==> src/rtl/xint_pkg.sv <==
package xint_pkg;

    localparam int unsigned REG_W = 32;

    localparam logic [31:0] OFF_IMASK = 32'h00;
    localparam logic [31:0] OFF_EMASK = 32'h04;
    localparam logic [31:0] OFF_RISE  = 32'h08;
    localparam logic [31:0] OFF_FALL  = 32'h0C;
    localparam logic [31:0] OFF_SWT   = 32'h10;
    localparam logic [31:0] OFF_PEND  = 32'h14;

    typedef enum logic [2:0] {
        SEL_IMASK,
        SEL_EMASK,
        SEL_RISE,
        SEL_FALL,
        SEL_SWT,
        SEL_PEND,
        SEL_NONE
    } xint_sel_e;

    typedef struct packed {
        logic [REG_W-1:0] imask;
        logic [REG_W-1:0] emask;
        logic [REG_W-1:0] rtrig;
        logic [REG_W-1:0] ftrig;
    } xint_cfg_t;

    function automatic logic [REG_W-1:0] line_mask(input int unsigned n);
        logic [63:0] t;
        t = (64'd1 << n) - 64'd1;
        return t[REG_W-1:0];
    endfunction

    function automatic xint_sel_e decode(input logic [31:0] a);
        xint_sel_e s;
        case (a)
            OFF_IMASK: s = SEL_IMASK;
            OFF_EMASK: s = SEL_EMASK;
            OFF_RISE:  s = SEL_RISE;
            OFF_FALL:  s = SEL_FALL;
            OFF_SWT:   s = SEL_SWT;
            OFF_PEND:  s = SEL_PEND;
            default:   s = SEL_NONE;
        endcase
        return s;
    endfunction

endpackage

==> src/rtl/xint_sync_edge.sv <==
module xint_sync_edge #(
    parameter int unsigned NUM_LINES = 20
) (
    input  logic                 clk,
    input  logic                 rst,
    input  logic [NUM_LINES-1:0] lines_in,
    output logic [NUM_LINES-1:0] rise,
    output logic [NUM_LINES-1:0] fall
);
    genvar g;
    generate
        for (g = 0; g < NUM_LINES; g++) begin : g_line
            logic s1_q, s2_q, prev_q;
            always_ff @(posedge clk) begin
                if (rst) begin
                    s1_q   <= 1'b0;
                    s2_q   <= 1'b0;
                    prev_q <= 1'b0;
                end else begin
                    s1_q   <= lines_in[g];
                    s2_q   <= s1_q;
                    prev_q <= s2_q;
                end
            end
            assign rise[g] =  s2_q & ~prev_q;
            assign fall[g] = ~s2_q &  prev_q;
        end
    endgenerate
endmodule

==> src/rtl/xint_outgen.sv <==
module xint_outgen
    import xint_pkg::*;
#(
    parameter int unsigned NUM_LINES = 20
) (
    input  logic             clk,
    input  logic             rst,
    input  logic [REG_W-1:0] rise,
    input  logic [REG_W-1:0] fall,
    input  xint_cfg_t        cfg,
    input  logic [REG_W-1:0] pend,
    output logic [REG_W-1:0] hit,
    output logic             irq_o,
    output logic             evt_o
);
    localparam logic [REG_W-1:0] LMASK = line_mask(NUM_LINES);

    logic evt_q;

    assign hit   = ((rise & cfg.rtrig) | (fall & cfg.ftrig)) & LMASK;
    assign irq_o = |(pend & cfg.imask);

    always_ff @(posedge clk) begin
        if (rst) evt_q <= 1'b0;
        else     evt_q <= |(hit & cfg.emask);
    end
    assign evt_o = evt_q;
endmodule

==> src/rtl/xint_regfile.sv <==
module xint_regfile
    import xint_pkg::*;
#(
    parameter int unsigned NUM_LINES = 20,
    parameter int unsigned ADDR_W    = 8
) (
    input  logic              clk,
    input  logic              rst,
    input  logic              bus_we,
    input  logic [ADDR_W-1:0] bus_addr,
    input  logic [REG_W-1:0]  bus_wdata,
    output logic [REG_W-1:0]  bus_rdata,
    input  logic [REG_W-1:0]  hit,
    output xint_cfg_t         cfg,
    output logic [REG_W-1:0]  pend
);
    localparam logic [REG_W-1:0] LMASK = line_mask(NUM_LINES);

    xint_cfg_t        cfg_q;
    logic [REG_W-1:0] swt_q, pend_q;
    xint_sel_e        sel;
    logic [REG_W-1:0] wd, pclr, swwr, swset;

    assign sel   = decode(32'(bus_addr));
    assign wd    = bus_wdata & LMASK;
    assign pclr  = (bus_we && sel == SEL_PEND) ? wd : '0;
    assign swwr  = (bus_we && sel == SEL_SWT)  ? wd : '0;
    assign swset = swwr & ~swt_q & cfg_q.imask;

    always_ff @(posedge clk) begin
        if (rst) begin
            cfg_q  <= '0;
            swt_q  <= '0;
            pend_q <= '0;
        end else begin
            if (bus_we) begin
                case (sel)
                    SEL_IMASK: cfg_q.imask <= wd;
                    SEL_EMASK: cfg_q.emask <= wd;
                    SEL_RISE:  cfg_q.rtrig <= wd;
                    SEL_FALL:  cfg_q.ftrig <= wd;
                    default: ;
                endcase
            end
            swt_q  <= (swt_q | swwr) & ~pclr;
            pend_q <= (pend_q & ~pclr) | hit | swset;
        end
    end

    always_comb begin
        case (sel)
            SEL_IMASK: bus_rdata = cfg_q.imask;
            SEL_EMASK: bus_rdata = cfg_q.emask;
            SEL_RISE:  bus_rdata = cfg_q.rtrig;
            SEL_FALL:  bus_rdata = cfg_q.ftrig;
            SEL_SWT:   bus_rdata = swt_q;
            SEL_PEND:  bus_rdata = pend_q;
            default:   bus_rdata = '0;
        endcase
    end

    assign cfg  = cfg_q;
    assign pend = pend_q;
endmodule

==> src/rtl/xint_ctrl.sv <==
module xint_ctrl
    import xint_pkg::*;
#(
    parameter int unsigned NUM_LINES = 20,
    parameter int unsigned ADDR_W    = 8
) (
    input  logic                 clk,
    input  logic                 rst,
    input  logic                 bus_we,
    input  logic [ADDR_W-1:0]    bus_addr,
    input  logic [31:0]          bus_wdata,
    output logic [31:0]          bus_rdata,
    input  logic [NUM_LINES-1:0] lines_in,
    output logic                 irq_o,
    output logic                 evt_o
);
    logic [NUM_LINES-1:0] rise_n, fall_n;
    logic [REG_W-1:0]     rise_w, fall_w, edge_hit, pend_q;
    xint_cfg_t            cfg;

    xint_sync_edge #(.NUM_LINES(NUM_LINES)) sync_i (
        .clk(clk), .rst(rst), .lines_in(lines_in),
        .rise(rise_n), .fall(fall_n)
    );

    assign rise_w = REG_W'(rise_n);
    assign fall_w = REG_W'(fall_n);

    xint_outgen #(.NUM_LINES(NUM_LINES)) out_i (
        .clk(clk), .rst(rst), .rise(rise_w), .fall(fall_w),
        .cfg(cfg), .pend(pend_q), .hit(edge_hit),
        .irq_o(irq_o), .evt_o(evt_o)
    );

    xint_regfile #(.NUM_LINES(NUM_LINES), .ADDR_W(ADDR_W)) regs_i (
        .clk(clk), .rst(rst), .bus_we(bus_we), .bus_addr(bus_addr),
        .bus_wdata(bus_wdata), .bus_rdata(bus_rdata), .hit(edge_hit),
        .cfg(cfg), .pend(pend_q)
    );
endmodule

==> config.mk <==
export PLATFORM = sky130hd
export DESIGN_NAME = xint_ctrl
export DESIGN_NICKNAME = d
export VERILOG_FILES = /design/src/rtl/xint_pkg.sv /design/src/rtl/xint_sync_edge.sv /design/src/rtl/xint_outgen.sv /design/src/rtl/xint_regfile.sv /design/src/rtl/xint_ctrl.sv
export SDC_FILE = /design/constraint.sdc
export NUM_CORES = 1
export LEC_CHECK = 0
export BUFFER_PORTS_ARGS = -buffer_cell sky130_fd_sc_hd__buf_2
export CAP_MARGIN = 10
export CORE_ASPECT_RATIO = 0.9
export CORE_UTILIZATION = 45
export CTS_CLUSTER_DIAMETER = 60
export CTS_CLUSTER_SIZE = 24
export DETAILED_ROUTE_END_ITERATION = 8
export GPL_TIMING_DRIVEN = 0
export PLACE_DENSITY = 0.65
export SLEW_MARGIN = 20
export SYNTH_ARGS = -nofsm -noshare
export SYNTH_HDL_FRONTEND = slang
export SYNTH_SLANG_ARGS = --single-unit
==> constraint.sdc <==
create_clock -name clk -period 3.84 [get_ports clk]
set_clock_uncertainty 0.1 [all_clocks]
set_input_delay 0.384 -clock clk [delete_from_list [all_inputs] [get_ports clk]]
set_output_delay 0.384 -clock clk [all_outputs]
set_load 0.01 [all_outputs]
* Yosys cells after proc, flatten, opt, wreduce, memory -nomap -nowiden *
Index checks and enable logic that the tools add are counted.

storage, ports and cells
  register bits after elaboration = 205
  input bits = 63
  output and inout bits = 34
  word-level logic and storage cells = 185

operators by class
  eq/ne operators = 10
  multiplexer cells = 4
  bitwise logic cells = 94
  reduce and logical (&&, ||, !) cells = 10

operators by type and width
  kind                number
  $pmux 32 s6         1
  $and 32x32->32      3
  $and 32x20->32      2
  $not 32->32         2
  $or 32x32->32       2
  $reduce_or 32->1    2
  $and 20x20->20      3
  $and 1x1->1         40
  $mux 20             2
  $not 1->1           40
  $or 32x20->32       1
  $or 20x20->20       1
  $pmux 3 s6          1
  $eq 8x4->1 const B  2
  $eq 8x5->1 const B  2
  $eq 8x3->1 const B  1
  $logic_not 8->1     1
  $reduce_and 2->1    4
  $eq 3x2->1 const B  2
  $eq 3x3->1 const B  2
  $eq 3x1->1 const B  1
  $logic_not 3->1     1
  $logic_and 1x1->1   2

* Longest topological paths before layout *
  depth after elaboration = 9
  depth in mapped cells = 11
  gate-level depth less buffers = 9

* Modules after synthesis *
From an unflattened synthesis, not the netlist that was laid out.

unflattened totals
  cells, all modules = 1051
  area, all modules = 9012.4 µm²

by module, submodules not included
  module          instances  cells an instance  area an instance (µm²)  sequential area each (µm²)
  xint_regfile    1          817                6591.3                  2642.5
  xint_sync_edge  1          166                1856.8                  1201.2
  xint_outgen     1          67                 560.5                   20.0
  xint_ctrl       1          1                  3.8                     0.0

* Worst setup path after synthesis *
Ideal clock, no wire load.

  path kind = input-to-output
  start = input bus_addr[7]
  end = output bus_rdata[10]
  data arrival time = 2604 ps
  data required time = 3356 ps
  slack = 752 ps
  cell stages on the path = 9
  buffers on the path = 2
  cells stage by stage = or4_4 -> nor2_2 -> nand3b_1 -> ha_1 -> clkbuf_1 -> nor4b_1 -> clkbuf_1 -> a221oi_1 -> o22ai_1

on the way
  longest elaborated chain between the ends = 4
  elaborated cells on any way between the ends = 14
  those cells by class = 10 x eq/ne; 2 x mux; 2 x reduce/logical

RTL lines
  what                                      RTL line            source
  from (decl)                               xint_ctrl.sv:10     input logic [ADDR_W-1:0] bus_addr,
  $eq 8x5->1, or another cell as far along  xint_pkg.sv:37      case (a)
  $pmux 3 s6 (*)                            xint_pkg.sv:37
  $eq 3x3->1, or another cell as far along  xint_regfile.sv:51  case (sel)
  $pmux 32 s6 (*)                           xint_regfile.sv:51
  to (decl)                                 xint_ctrl.sv:12     output logic [31:0] bus_rdata,

Every way passes the cells marked *; elsewhere a longest branch is shown, timed or not.

* Worst setup path after layout *
Same ends and word-level chain as after synthesis.

==> results.md <==
* First-pass GRT wire length at between 30 and 40 mm
* Clock-pin transition on the worst setup and hold timing paths at ~0.070 ns
* Fraction of met3 tracks used by global routing at 6.96%
* Width of the chip at 140 um
* Full die area at about 18000 um2
* Clk sink count at roughly 180
* Port Buffers at 70
* Gp weighted congestion at approximately 0.9
* Largest net degree at the start of global routing at 17
* TritonCTS Buffers at 17
* Post-placement cell area at about 8300 um2
* Cell Pwr Density at between 400 and 500 nW/um2
* Distinct cells, synth at just over 40
* H-tree depth at 4
* Fill cells at 1573
* Floorplan row count at 44
* Startpoint Class: input port
* Initial antenna violation count at 1
* Pre-Repair DR Iteration Count at 5
* Post-DR wirelength/cell at roughly 20 um
* Multi-input gate area in the final layout at between 3000 and 4000 um2
* Post-CTS Setup Bufs at 0
* Kind of critical path: in -> out
* Initial core utilization at between 40% and 50%
* # setup viols final at 0
* Commonest cells after routing, fill and taps aside: 181 x dfxtp_1, 109 x mux2i_1, 104 x nor2_1
* Met1 global-route usage at 36.9%
* Clock root cell: clkbuf_16
* Combined global-route utilization of all metal layers at a little over a quarter
* Worst stage delay on the critical path at about 0.54 ns
* Worst hold path class: in -> reg
* Vias in the first global route at approximately 6000
* Final number of hold-violating endpoints at 0
* Met2 track demand over resource in global routing at 39.6%
* Post-detailed-placement half-perimeter wirelength at 15.8 mm
* Async set or reset register ratio after synthesis at 0%
* Maximum clock frequency at ~270 MHz
* Element type at the critical path end: primary output
* Synth Register Bits at approximately 180
* Number of instances in the synthesized netlist at 810
* Worst-case clock buffer depth at 2
* Tcrit/Tclk final at between 90% and 100%
* First-iteration detailed-routing DRC count at ~680
* Status: finished clean
* Post-synthesis instance area at between 7000 and 8000 um2
* Count of antenna-violating nets left after detailed routing at 0
* Latest clock arrival within the worst-skew pair at 0.43 ns
* TritonCTS clock tree: done
* Fraction of layout instances using a drive strength above 1 at 15.8%
* Shortest clock period the worst path allows after layout at ~3.7 ns
* Via total after detailed routing at 6487
* Max-capacitance violation count at 0
* DR DRC count at 0
* Placeable core region at ~16000 um2
* Most common library cell in the layout ignoring fill and taps: dfxtp_1
* IO Count at 97
* Relative max-transition margin at a little under a third
* Net count of the finished layout at between 900 and 1000
* Sequential Area at 3620 um2
* Setup repair after global routing missed its margin: false
* Slew Viols, Final at 0
* Final wirelength at roughly 23 mm
* Sequential element share of the synthesized area at 47.2%
* Busiest layer in global routing: met2
* Residual overflow from global routing at 0
* WP data arrival at 3.23 ns
* Overall power of the completed layout at around 3.7 mW
* Worst ir drop on vdd at slightly below 0.3 mV
* Number of flops mapped to enable cells by yosys at 0
* Worst Tran Pin Value at around 1.0 ns
* Cell-by-cell listing of the critical path: buf_2 > or4_4 > nor2_2 > nand3b_1 > ha_1 > clkbuf_1 > nor4b_2 > clkbuf_2 > a221oi_1 > o22ai_1 > buf_2
* Largest fanout of any net on the critical path at 10
* Most used flip-flop cell after synthesis: dfxtp_1
* Synthesized area per cell at approximately 9.5 um2
* Cell occurring most often along the worst timing path: buf_2
* Critical-path cell with the highest stage delay: or4_4
* Vias per std cell at about 5.7
* Static leakage at between 3 and 4 nW
* Die outline height at about 130 um
* Worst Path Required at 3.36 ns
* Final non-filler cell area at slightly below 9000 um2
* Synth-to-layout area growth at 16.1%
* Warnings from Yosys at 0
-- state kept, by name (all words and copies together) (netlist names) --
name and cells:
out_i.evt_o 1, regs_i.cfg 80, regs_i.pend 20, regs_i.swt_q 20, sync_i.g_line.prev_q 20, sync_i.g_line.s1_q 20, sync_i.g_line.s2_q 20
-- power by group --
group / switching [mW] / total (mW) / internal, mW
clock network: 0.754 / 1.65 / 0.898
registers: 0.0113 / 1.91 / 1.90
logic: 0.107 / 0.166 / 0.0586
-- worst paths after layout --
path                          from                      to  slack (ns)  cells after the start
max                    bus_addr[7]           bus_rdata[10]        0.12                     11
min                   lines_in[19]  sync_i.g_line[19].s1_q        0.06                      2
min reg2reg  sync_i.g_line[6].s1_q   sync_i.g_line[6].s2_q        0.33                      1
max reg2reg  sync_i.g_line[6].s2_q             out_i.evt_o        1.97                      5
-- Yosys cell counts, types with 2 or more instances --
library cell | count | area share (%)
a211oi_1 | 5 | 0.49
a21oi_1 | 53 | 3.5
a221oi_1 | 27 | 3.1
a22o_1 | 6 | 0.68
a22oi_1 | 9 | 0.88
a31oi_1 | 5 | 0.41
and3_1 | 2 | 0.16
and3b_1 | 9 | 1.0
buf_2 | 14 | 0.91
buf_4 | 13 | 1.3
buf_6 | 3 | 0.44
clkbuf_1 | 37 | 1.8
dfxtp_1 | 181 | 47
inv_1 | 5 | 0.24
mux2i_1 | 109 | 14
nand2_1 | 41 | 2.0
nand3_1 | 2 | 0.13
nand3b_1 | 18 | 1.8
nand4_1 | 2 | 0.16
nand4b_1 | 20 | 2.3
nor2_1 | 105 | 5.1
nor2_2 | 4 | 0.33
nor2b_1 | 60 | 4.9
nor3_1 | 2 | 0.13
nor3b_1 | 20 | 2.0
nor4b_1 | 2 | 0.23
o21a_1 | 4 | 0.39
o21ai_0 | 17 | 1.1
o22ai_1 | 21 | 1.7
o2bb2ai_1 | 2 | 0.23
or4_1 | 2 | 0.20
-- worst max-delay path, delay by kind of cell --
family	cells	cell delay, ns
AND/OR/NAND/NOR	4	1.25
AO/OA/AOI/OAI	2	0.39
buffers and inverters	4	0.96
adder cells (fa/ha/maj)	1	0.22
-- metrics by stage --
stage	instances	hold slack, ns	util [%]	worst slack, ns	TNS (ns)
2_1_floorplan	821	0.314	-	0.752	0
3_3_place_gp	1098	0.315	50.8	-0.197	-2.65
3_5_place_dp	1098	0.324	50.8	-0.216	-3.28
4_1_cts	1130	0.0515	54.2	0.0545	0
5_1_grt	1130	0.0501	54.3	0.00566	0
6_report	1131	0.0580	54.3	0.122	0
-- cell families after synthesis --
logic type / share of synthesized area, %
AOI/OAI and AO/OA: 12.6
muxes: 14.2
DFF: 47.2
and+or+nand+nor: 21.0
adders and majority gates: 0.163
buffers and inverters: 4.73
other: 0.0488
-- layer usage --
layer,part of all wire [%],wire length [um]
met5,0,0
met3,9.2,2080
met2,43,9710
met4,2.3,530
met1,45,10300
-- area by class of cell --
cell class	count	share of cell area (%)
buffer	68	3.94
clock inverter	15	1.46
inverter	5	0.211
antenna	1	0.0281
timing repair buffer	70	3.93
clock buffer	17	4.77
sequential	181	40.7
tap	207	2.91
multi-input combinational	567	42.1
-- repair_timing --
| item | CTS | global route |
|---|---|---|
| hold buffers | 0 | 0 |
| setup endpoints to repair | 20 | 20 |
| gates resized for setup | 4 | 7 |
No activity file was read; power rests on OpenSTA's default activity.
